`config.mk`:
```
export PLATFORM = sky130hd
export DESIGN_NAME = pageProgBuf
export DESIGN_NICKNAME = d
export VERILOG_FILES = /design/src/rtl/ppb_pkg.sv /design/src/rtl/ppbCtl.sv /design/src/rtl/ppbData.sv /design/src/rtl/pageProgBuf.sv
export SDC_FILE = /design/constraint.sdc
export NUM_CORES = 2
export LEC_CHECK = 0
export BUFFER_PORTS_ARGS = -buffer_cell sky130_fd_sc_hd__buf_2
export CAP_MARGIN = 5
export CORE_ASPECT_RATIO = 1.2
export CORE_MARGIN = 5
export CORE_UTILIZATION = 40
export DETAILED_ROUTE_END_ITERATION = 8
export SLEW_MARGIN = 30
export SYNTH_ARGS = -nofsm -noshare
export SYNTH_HDL_FRONTEND = slang
export SYNTH_SLANG_ARGS = --single-unit
```
`constraint.sdc`:
```
create_clock -name clk -period 7.65 [get_ports clk]
set_clock_uncertainty 0.2 [all_clocks]
set_input_delay 1.1475 -clock clk [delete_from_list [all_inputs] [get_ports clk]]
set_output_delay 1.1475 -clock clk [all_outputs]
set_load 0.05 [all_outputs]
```
`src/rtl/ppb_pkg.sv`:
```
package ppb_pkg;
  // strobes from the sequencer to the datapath, one cycle each
  typedef struct packed {
    logic startCmd;   // select fell: drop all offset flags
    logic hdrShift;   // header bit on sioIn[0]
    logic hdrLast;    // this header bit completes the address
    logic dataShift;  // data bits present
    logic dualStep;   // two data bits in this strobe
    logic byteDone;   // this strobe completes a data byte
    logic walkStep;   // commit slot for the offset on walkIdx
  } ppbStrb_t;
endpackage

```
`src/rtl/ppbCtl.sv`:
```
module ppbCtl
  import ppb_pkg::*;
#(
  parameter int HDR_BITS   = 32,
  parameter int BYTE_BITS  = 8,
  parameter int PAGE_BYTES = 256,
  localparam int OFFS_W = $clog2(PAGE_BYTES),
  localparam int HCNT_W = $clog2(HDR_BITS + 1),
  localparam int BCNT_W = $clog2(BYTE_BITS)
) (
  input  logic              clk,
  input  logic              rstN,
  input  logic              csN,
  input  logic              bitStrobe,
  input  logic              dualMode,
  input  logic              commitReq,
  output ppbStrb_t          strb,
  output logic [OFFS_W-1:0] walkIdx,
  output logic              commitDone,
  output logic              commitAbort
);
  typedef enum logic [1:0] {ST_IDLE, ST_COLLECT, ST_WALK} ctlState_t;

  ctlState_t         state;
  logic              csPrev;
  logic [HCNT_W-1:0] hdrCnt;
  logic [BCNT_W-1:0] bitCnt;
  logic              gotByte;
  logic              csFall, csRise, cleanEnd;

  assign csFall   = csPrev && !csN;
  assign csRise   = !csPrev && csN;
  assign cleanEnd = (hdrCnt == HCNT_W'(HDR_BITS)) && gotByte && (bitCnt == '0);

  always_comb begin
    strb = '0;
    strb.startCmd = csFall && (state != ST_WALK);
    strb.walkStep = (state == ST_WALK);
    if (state == ST_COLLECT && !csN && bitStrobe) begin
      if (hdrCnt < HCNT_W'(HDR_BITS)) begin
        strb.hdrShift = 1'b1;
        strb.hdrLast  = (hdrCnt == HCNT_W'(HDR_BITS - 1));
      end else begin
        strb.dataShift = 1'b1;
        strb.dualStep  = dualMode;
        strb.byteDone  = dualMode ? (bitCnt == BCNT_W'(BYTE_BITS - 2))
                                  : (bitCnt == BCNT_W'(BYTE_BITS - 1));
      end
    end
  end

  always_ff @(posedge clk or negedge rstN) begin
    if (!rstN) begin
      state       <= ST_IDLE;
      csPrev      <= 1'b1;
      hdrCnt      <= '0;
      bitCnt      <= '0;
      gotByte     <= 1'b0;
      walkIdx     <= '0;
      commitDone  <= 1'b0;
      commitAbort <= 1'b0;
    end else begin
      csPrev      <= csN;
      commitDone  <= 1'b0;
      commitAbort <= 1'b0;
      case (state)
        ST_IDLE: begin
          if (csFall) begin
            state   <= ST_COLLECT;
            hdrCnt  <= '0;
            bitCnt  <= '0;
            gotByte <= 1'b0;
          end
        end
        ST_COLLECT: begin
          if (strb.hdrShift)  hdrCnt  <= hdrCnt + 1'b1;
          if (strb.dataShift) bitCnt  <= bitCnt + (dualMode ? BCNT_W'(2) : BCNT_W'(1));
          if (strb.byteDone)  gotByte <= 1'b1;
          if (csRise) begin
            if (commitReq && cleanEnd) begin
              state   <= ST_WALK;
              walkIdx <= '0;
            end else begin
              state       <= ST_IDLE;
              commitAbort <= commitReq;
            end
          end
        end
        ST_WALK: begin
          walkIdx <= walkIdx + 1'b1;
          if (walkIdx == OFFS_W'(PAGE_BYTES - 1)) begin
            state      <= ST_IDLE;
            commitDone <= 1'b1;
          end
        end
        default: state <= ST_IDLE;
      endcase
    end
  end
endmodule

```
`src/rtl/ppbData.sv`:
```
module ppbData
  import ppb_pkg::*;
#(
  parameter int ADDR_W     = 24,
  parameter int BYTE_BITS  = 8,
  parameter int PAGE_BYTES = 256,
  localparam int OFFS_W = $clog2(PAGE_BYTES),
  localparam int BASE_W = ADDR_W - OFFS_W
) (
  input  logic                 clk,
  input  logic                 rstN,
  input  logic [1:0]           sioIn,
  input  ppbStrb_t             strb,
  input  logic [OFFS_W-1:0]    walkIdx,
  output logic                 memWe,
  output logic [ADDR_W-1:0]    memAddr,
  output logic [BYTE_BITS-1:0] memData
);
  logic [ADDR_W-1:0]    addrSh, nextAddr;
  logic [BASE_W-1:0]    pageBase;
  logic [OFFS_W-1:0]    wrPtr;
  logic [BYTE_BITS-1:0] dataSh, nextData;
  logic [BYTE_BITS-1:0] pageBuf [PAGE_BYTES];
  logic [PAGE_BYTES-1:0] validMap;

  assign nextAddr = {addrSh[ADDR_W-2:0], sioIn[0]};
  assign nextData = strb.dualStep ? {dataSh[BYTE_BITS-3:0], sioIn}
                                  : {dataSh[BYTE_BITS-2:0], sioIn[0]};

  always_ff @(posedge clk or negedge rstN) begin
    if (!rstN) begin
      addrSh   <= '0;
      pageBase <= '0;
      wrPtr    <= '0;
      dataSh   <= '0;
    end else begin
      if (strb.hdrShift) addrSh <= nextAddr;
      if (strb.hdrShift && strb.hdrLast) begin
        pageBase <= nextAddr[ADDR_W-1:OFFS_W];
        wrPtr    <= nextAddr[OFFS_W-1:0];
      end
      if (strb.dataShift) dataSh <= nextData;
      if (strb.byteDone)  wrPtr  <= wrPtr + 1'b1;
    end
  end

  always_ff @(posedge clk) begin
    if (strb.byteDone) pageBuf[wrPtr] <= nextData;
  end

  for (genvar g = 0; g < PAGE_BYTES; g++) begin : g_flag
    always_ff @(posedge clk or negedge rstN) begin
      if (!rstN)                                        validMap[g] <= 1'b0;
      else if (strb.startCmd)                           validMap[g] <= 1'b0;
      else if (strb.byteDone && wrPtr == OFFS_W'(g))    validMap[g] <= 1'b1;
    end
  end

  always_ff @(posedge clk or negedge rstN) begin
    if (!rstN) begin
      memWe   <= 1'b0;
      memAddr <= '0;
      memData <= '0;
    end else begin
      memWe   <= strb.walkStep && validMap[walkIdx];
      memAddr <= {pageBase, walkIdx};
      memData <= pageBuf[walkIdx];
    end
  end
endmodule

```
`src/rtl/pageProgBuf.sv`:
```
module pageProgBuf
  import ppb_pkg::*;
#(
  parameter int ADDR_W     = 24,
  parameter int BYTE_BITS  = 8,
  parameter int CMD_BITS   = 8,
  parameter int PAGE_BYTES = 256,
  localparam int OFFS_W   = $clog2(PAGE_BYTES),
  localparam int HDR_BITS = CMD_BITS + ADDR_W
) (
  input  logic                 clk,
  input  logic                 rstN,
  input  logic                 csN,
  input  logic                 bitStrobe,
  input  logic                 dualMode,
  input  logic [1:0]           sioIn,
  input  logic                 commitReq,
  output logic                 memWe,
  output logic [ADDR_W-1:0]    memAddr,
  output logic [BYTE_BITS-1:0] memData,
  output logic                 commitDone,
  output logic                 commitAbort
);
  ppbStrb_t          strb;
  logic [OFFS_W-1:0] walkIdx;

  ppbCtl #(.HDR_BITS(HDR_BITS), .BYTE_BITS(BYTE_BITS), .PAGE_BYTES(PAGE_BYTES)) i_ctl (
    .clk(clk), .rstN(rstN), .csN(csN), .bitStrobe(bitStrobe), .dualMode(dualMode),
    .commitReq(commitReq), .strb(strb), .walkIdx(walkIdx),
    .commitDone(commitDone), .commitAbort(commitAbort)
  );

  ppbData #(.ADDR_W(ADDR_W), .BYTE_BITS(BYTE_BITS), .PAGE_BYTES(PAGE_BYTES)) i_data (
    .clk(clk), .rstN(rstN), .sioIn(sioIn), .strb(strb), .walkIdx(walkIdx),
    .memWe(memWe), .memAddr(memAddr), .memData(memData)
  );
endmodule


```
==> results by group <==
Cells and area
  – Fillers: 19400
  – Sequential cell area: 70700 sq um
  – Area delta synth->final: 12.3%
  – Multi-input gate area: 21700 sq um
  – Ratio of cells with drive above 1 in the final layout: 23.5%
  – Design area: 105000 sq um
  – Nets: 4730

Synth
  – Post-Syn Area: 93600 sq um
  – YS warnings: 0
  – Synth async-reset ratio: 15.2%
  – Syn Nets: 4658
  – #FFs+latches synth: 2414
  – Syn avg cell area: 20.2 sq um
  – Cell variety after synth: 62
  – Cells after synthesis: 4641
  – EDFF count, synth: 2048
  – Main synth FF type: edfxtp_1
  – Register area share after synthesis: 75.5%

CTS
  – CTS tree: done
  – CTS H-tree lvls: 4
  – Hold-fix buffers, CTS: 0
  – Maximum buffer depth of the clock tree: 4
  – Clock-pin slew on the worst setup and hold paths: 0.07 ns
  – Worst skew pair latency: 0.88 ns
  – Post-CTS setup repair buffer count: 0
  – PostCTS Resize Cnt: 0
  – CTS Root Buffer Type: clkbuf_16
  – CTS Sinks: 2414
  – Num CTS Buffers: 222

Floorplanning
  – Die width: 451 um
  – Core footprint: 233000 sq um
  – Chip height: 540 um
  – Die ar.: 244000 sq um
  – Ports: 43
  – Std-Cell Rows: 194
  – Initial Util: 40.2%

Route
  – Post-DR wirelength/cell: 31.0 um
  – Post-Route WL: 247000 um
  – Detailed-route DRC error count: 0
  – DR vias: 46800
  – Drt first pass iters: 6
  – Drt via density: 5.89
  – Iteration-0 DRC Markers: 5029
  – Final ANT Viol Nets: 0

Min path
  – Hold/Removal Path Class: in2async

Flow run
  – Max-cap viol count: 0

Status
  – Run status: finished clean

Timing
  – Fmax: 204 MHz
  – Worst Max-Slew Pin Slew: 1.07 ns
  – Hold WS: 0.129 ns
  – Period minus WS final: 4.91 ns
  – Final Max Tran Viols: 0
  – Final worst-path cycle share: 64.2%
  – Slew HR: 28.6%
  – Setup TNS: 0 ns
  – Final hold viol count: 0
  – # setup viols final: 0
  – RSZ-0062 raised after global routing: no

Worst setup path
  – CP required: 8.02 ns
  – Setup CP Type: reg2reg
  – Reg2reg path depth: 6
  – Startpoint Class: flop
  – Arrival @ worst endpoint: 5.28 ns
  – CP max FO: 90
  – Setup crit end kind: flop

Place
  – Dpl cell area: 97500 sq um
  – DP HPWL: 148000 um
  – IO Port Bufs: 42
  – Routability-driven placement congestion ratio: 0.836

GRT
  – Met1 usage: 27.3%
  – All-layer global routing usage: 20.0%
  – Global-route wire length before repair: 356000 um
  – M2 GR Usage: 32.8%
  – Busiest layer in global routing: met2
  – Gr ovfl total: 0
  – Met3 Use GR: 3.44%
  – Initial antenna violation count: 10
  – Pin count of the biggest net entering global routing: 162
  – Number of global-route vias before repair: 47700

Pwr
  – VDD IR max: 0.200 mV
  – Pwr Density: 245 nW/um^2
  – Tot Pwr: 25.7 mW
  – LEAKAGE: 31.1 nW
## synthesized netlist by cell type, drive strengths merged (2+ instances only)
cell type     n  area (sq um)
a211oi        4          30.0
a21o          2          15.0
a21oi       100           500
a221o         2          20.0
a221oi        9          78.8
a22o         10          87.6
a22oi       188          1430
a311oi        2          17.5
a31oi         2          12.5
a32oi         2          17.5
and2          5          31.3
and3          3          18.8
buf         128           860
clkbuf      163           612
dfrtp       365          9130
edfxtp     2048         61500
ha            8           100
inv           9          33.8
mux2         33           372
mux2i        76           761
mux4        578         13000
nand2       139           522
nand2b        8          50.1
nand3        44           220
nand3b        4          30.0
nand4        16           100
nand4b        4          35.0
nor2        293          1100
nor2b        16           100
nor3         12          60.1
nor3b         3          22.5
nor4         22           138
o2111ai       2          17.5
o211ai        3          22.5
o21a        257          1930
o21ai        21           105
o221ai        2          17.5
o22ai        23           144
o31ai         5          37.5
or2           6          37.5
or3           5          31.3
or3b          4          35.0
xor2          3          26.3
## report_power, final
part	internal, mW	switching (mW)
sequential	14.1	0.0323
combinational	0.0449	0.122
clock	6.49	4.85
total	20.7	5.00
## worst paths after layout
| check | endpoint | slack [ns] | startpoint |
|---|---|---|---|
| max | i_data.memData[7] | 2.74 | i_ctl.walkIdx[0] |
| min | i_data.addrSh[19] | 0.13 | rstN |
| max reg2reg | i_data.memData[7] | 2.74 | i_ctl.walkIdx[0] |
| min reg2reg | i_data.memAddr[19] | 0.15 | i_data.pageBase[11] |
| max in group asynchronous | i_data.validMap[79] | 5.72 | rstN |
| min in group clk | i_data.memAddr[19] | 0.15 | i_data.pageBase[11] |
## layout by cell type (no fill, tap or decap), types with 13 or more instances in the layout
| cell | instances |
|---|---|
| a22oi_1 | 185 |
| buf_4 | 66 |
| mux2i_1 | 76 |
| clkbuf_16 | 228 |
| nand2_1 | 135 |
| clkinv_1 | 26 |
| bufinv_16 | 23 |
| nor2_1 | 269 |
| nor2_2 | 23 |
| nor2b_1 | 13 |
| clkbuf_1 | 54 |
| o21ai_0 | 21 |
| a21oi_1 | 100 |
| clkinv_2 | 39 |
| buf_12 | 26 |
| nor4_1 | 15 |
| dfrtp_1 | 361 |
| mux2_2 | 26 |
| edfxtp_1 | 2048 |
| o21a_1 | 257 |
| clkbuf_8 | 25 |
| mux4_2 | 578 |
| nand3_1 | 31 |
| nand4_1 | 16 |
| buf_2 | 41 |
| o22ai_1 | 23 |
## flip-flops by register name, indices dropped and copies added, names as in the netlist, 2 cells and up
name / flops
i_ctl.bitCnt: 3
i_data.addrSh: 23
i_data.dataSh: 7
i_ctl.hdrCnt: 6
i_data.wrPtr: 8
i_data.memData: 8
i_ctl.walkIdx: 8
i_data.memAddr: 24
i_ctl.state: 2
i_data.pageBuf: 2048
i_data.validMap: 256
i_data.pageBase: 16
## routing by layer
metal / vias to the layer above / part of all wire, % / wire, um
li1: 19100 / - / -
met3: 405 / 7.2 / 17800
met5: - / 0.014 / 34
met2: 1831 / 49 / 121000
met4: 4 / 4.0 / 9740
met1: 25400 / 40 / 98200
## through the flow
stage,instances,setup WS (ns),utilization (%)
after floorplan,4641,3.27,-
after global placement,7522,1.66,41.8
after detailed placement,7526,2.11,41.9
after CTS,7937,2.72,45.1
after global routing,7939,2.49,45.1
final,7943,2.74,45.1
## final cells by class
| type | instances | share of cell area (%) |
|---|---|---|
| Clock buffer | 306 | 5.94 |
| Inverter | 10 | 0.0357 |
| Tap cell | 3038 | 3.62 |
| Antenna cell | 5 | 0.0119 |
| Multi-Input combinational cell | 1926 | 20.7 |
| Clock inverter | 105 | 1.14 |
| Sequential cell | 2414 | 67.3 |
| Timing Repair Buffer | 139 | 1.26 |
## worst max-delay path, cell delays in order, from the launching register on
cell	delay, ns
dfrtp_4	0.99
buf_12	0.56
mux4_2	0.59
a22oi_1	0.35
a21oi_1	0.24
nor4_1	0.81
o221ai_1	0.56
## cell families after synthesis
family	after synthesis	synth area share, %
buf+inv	301	1.61
flops	2414	75.5
xor+xnor	3	0.0281
fa+ha+maj	9	0.128
compound gates	639	4.83
simple gates	588	2.74
mux	687	15.1
Power figures use the tool's default switching activity.
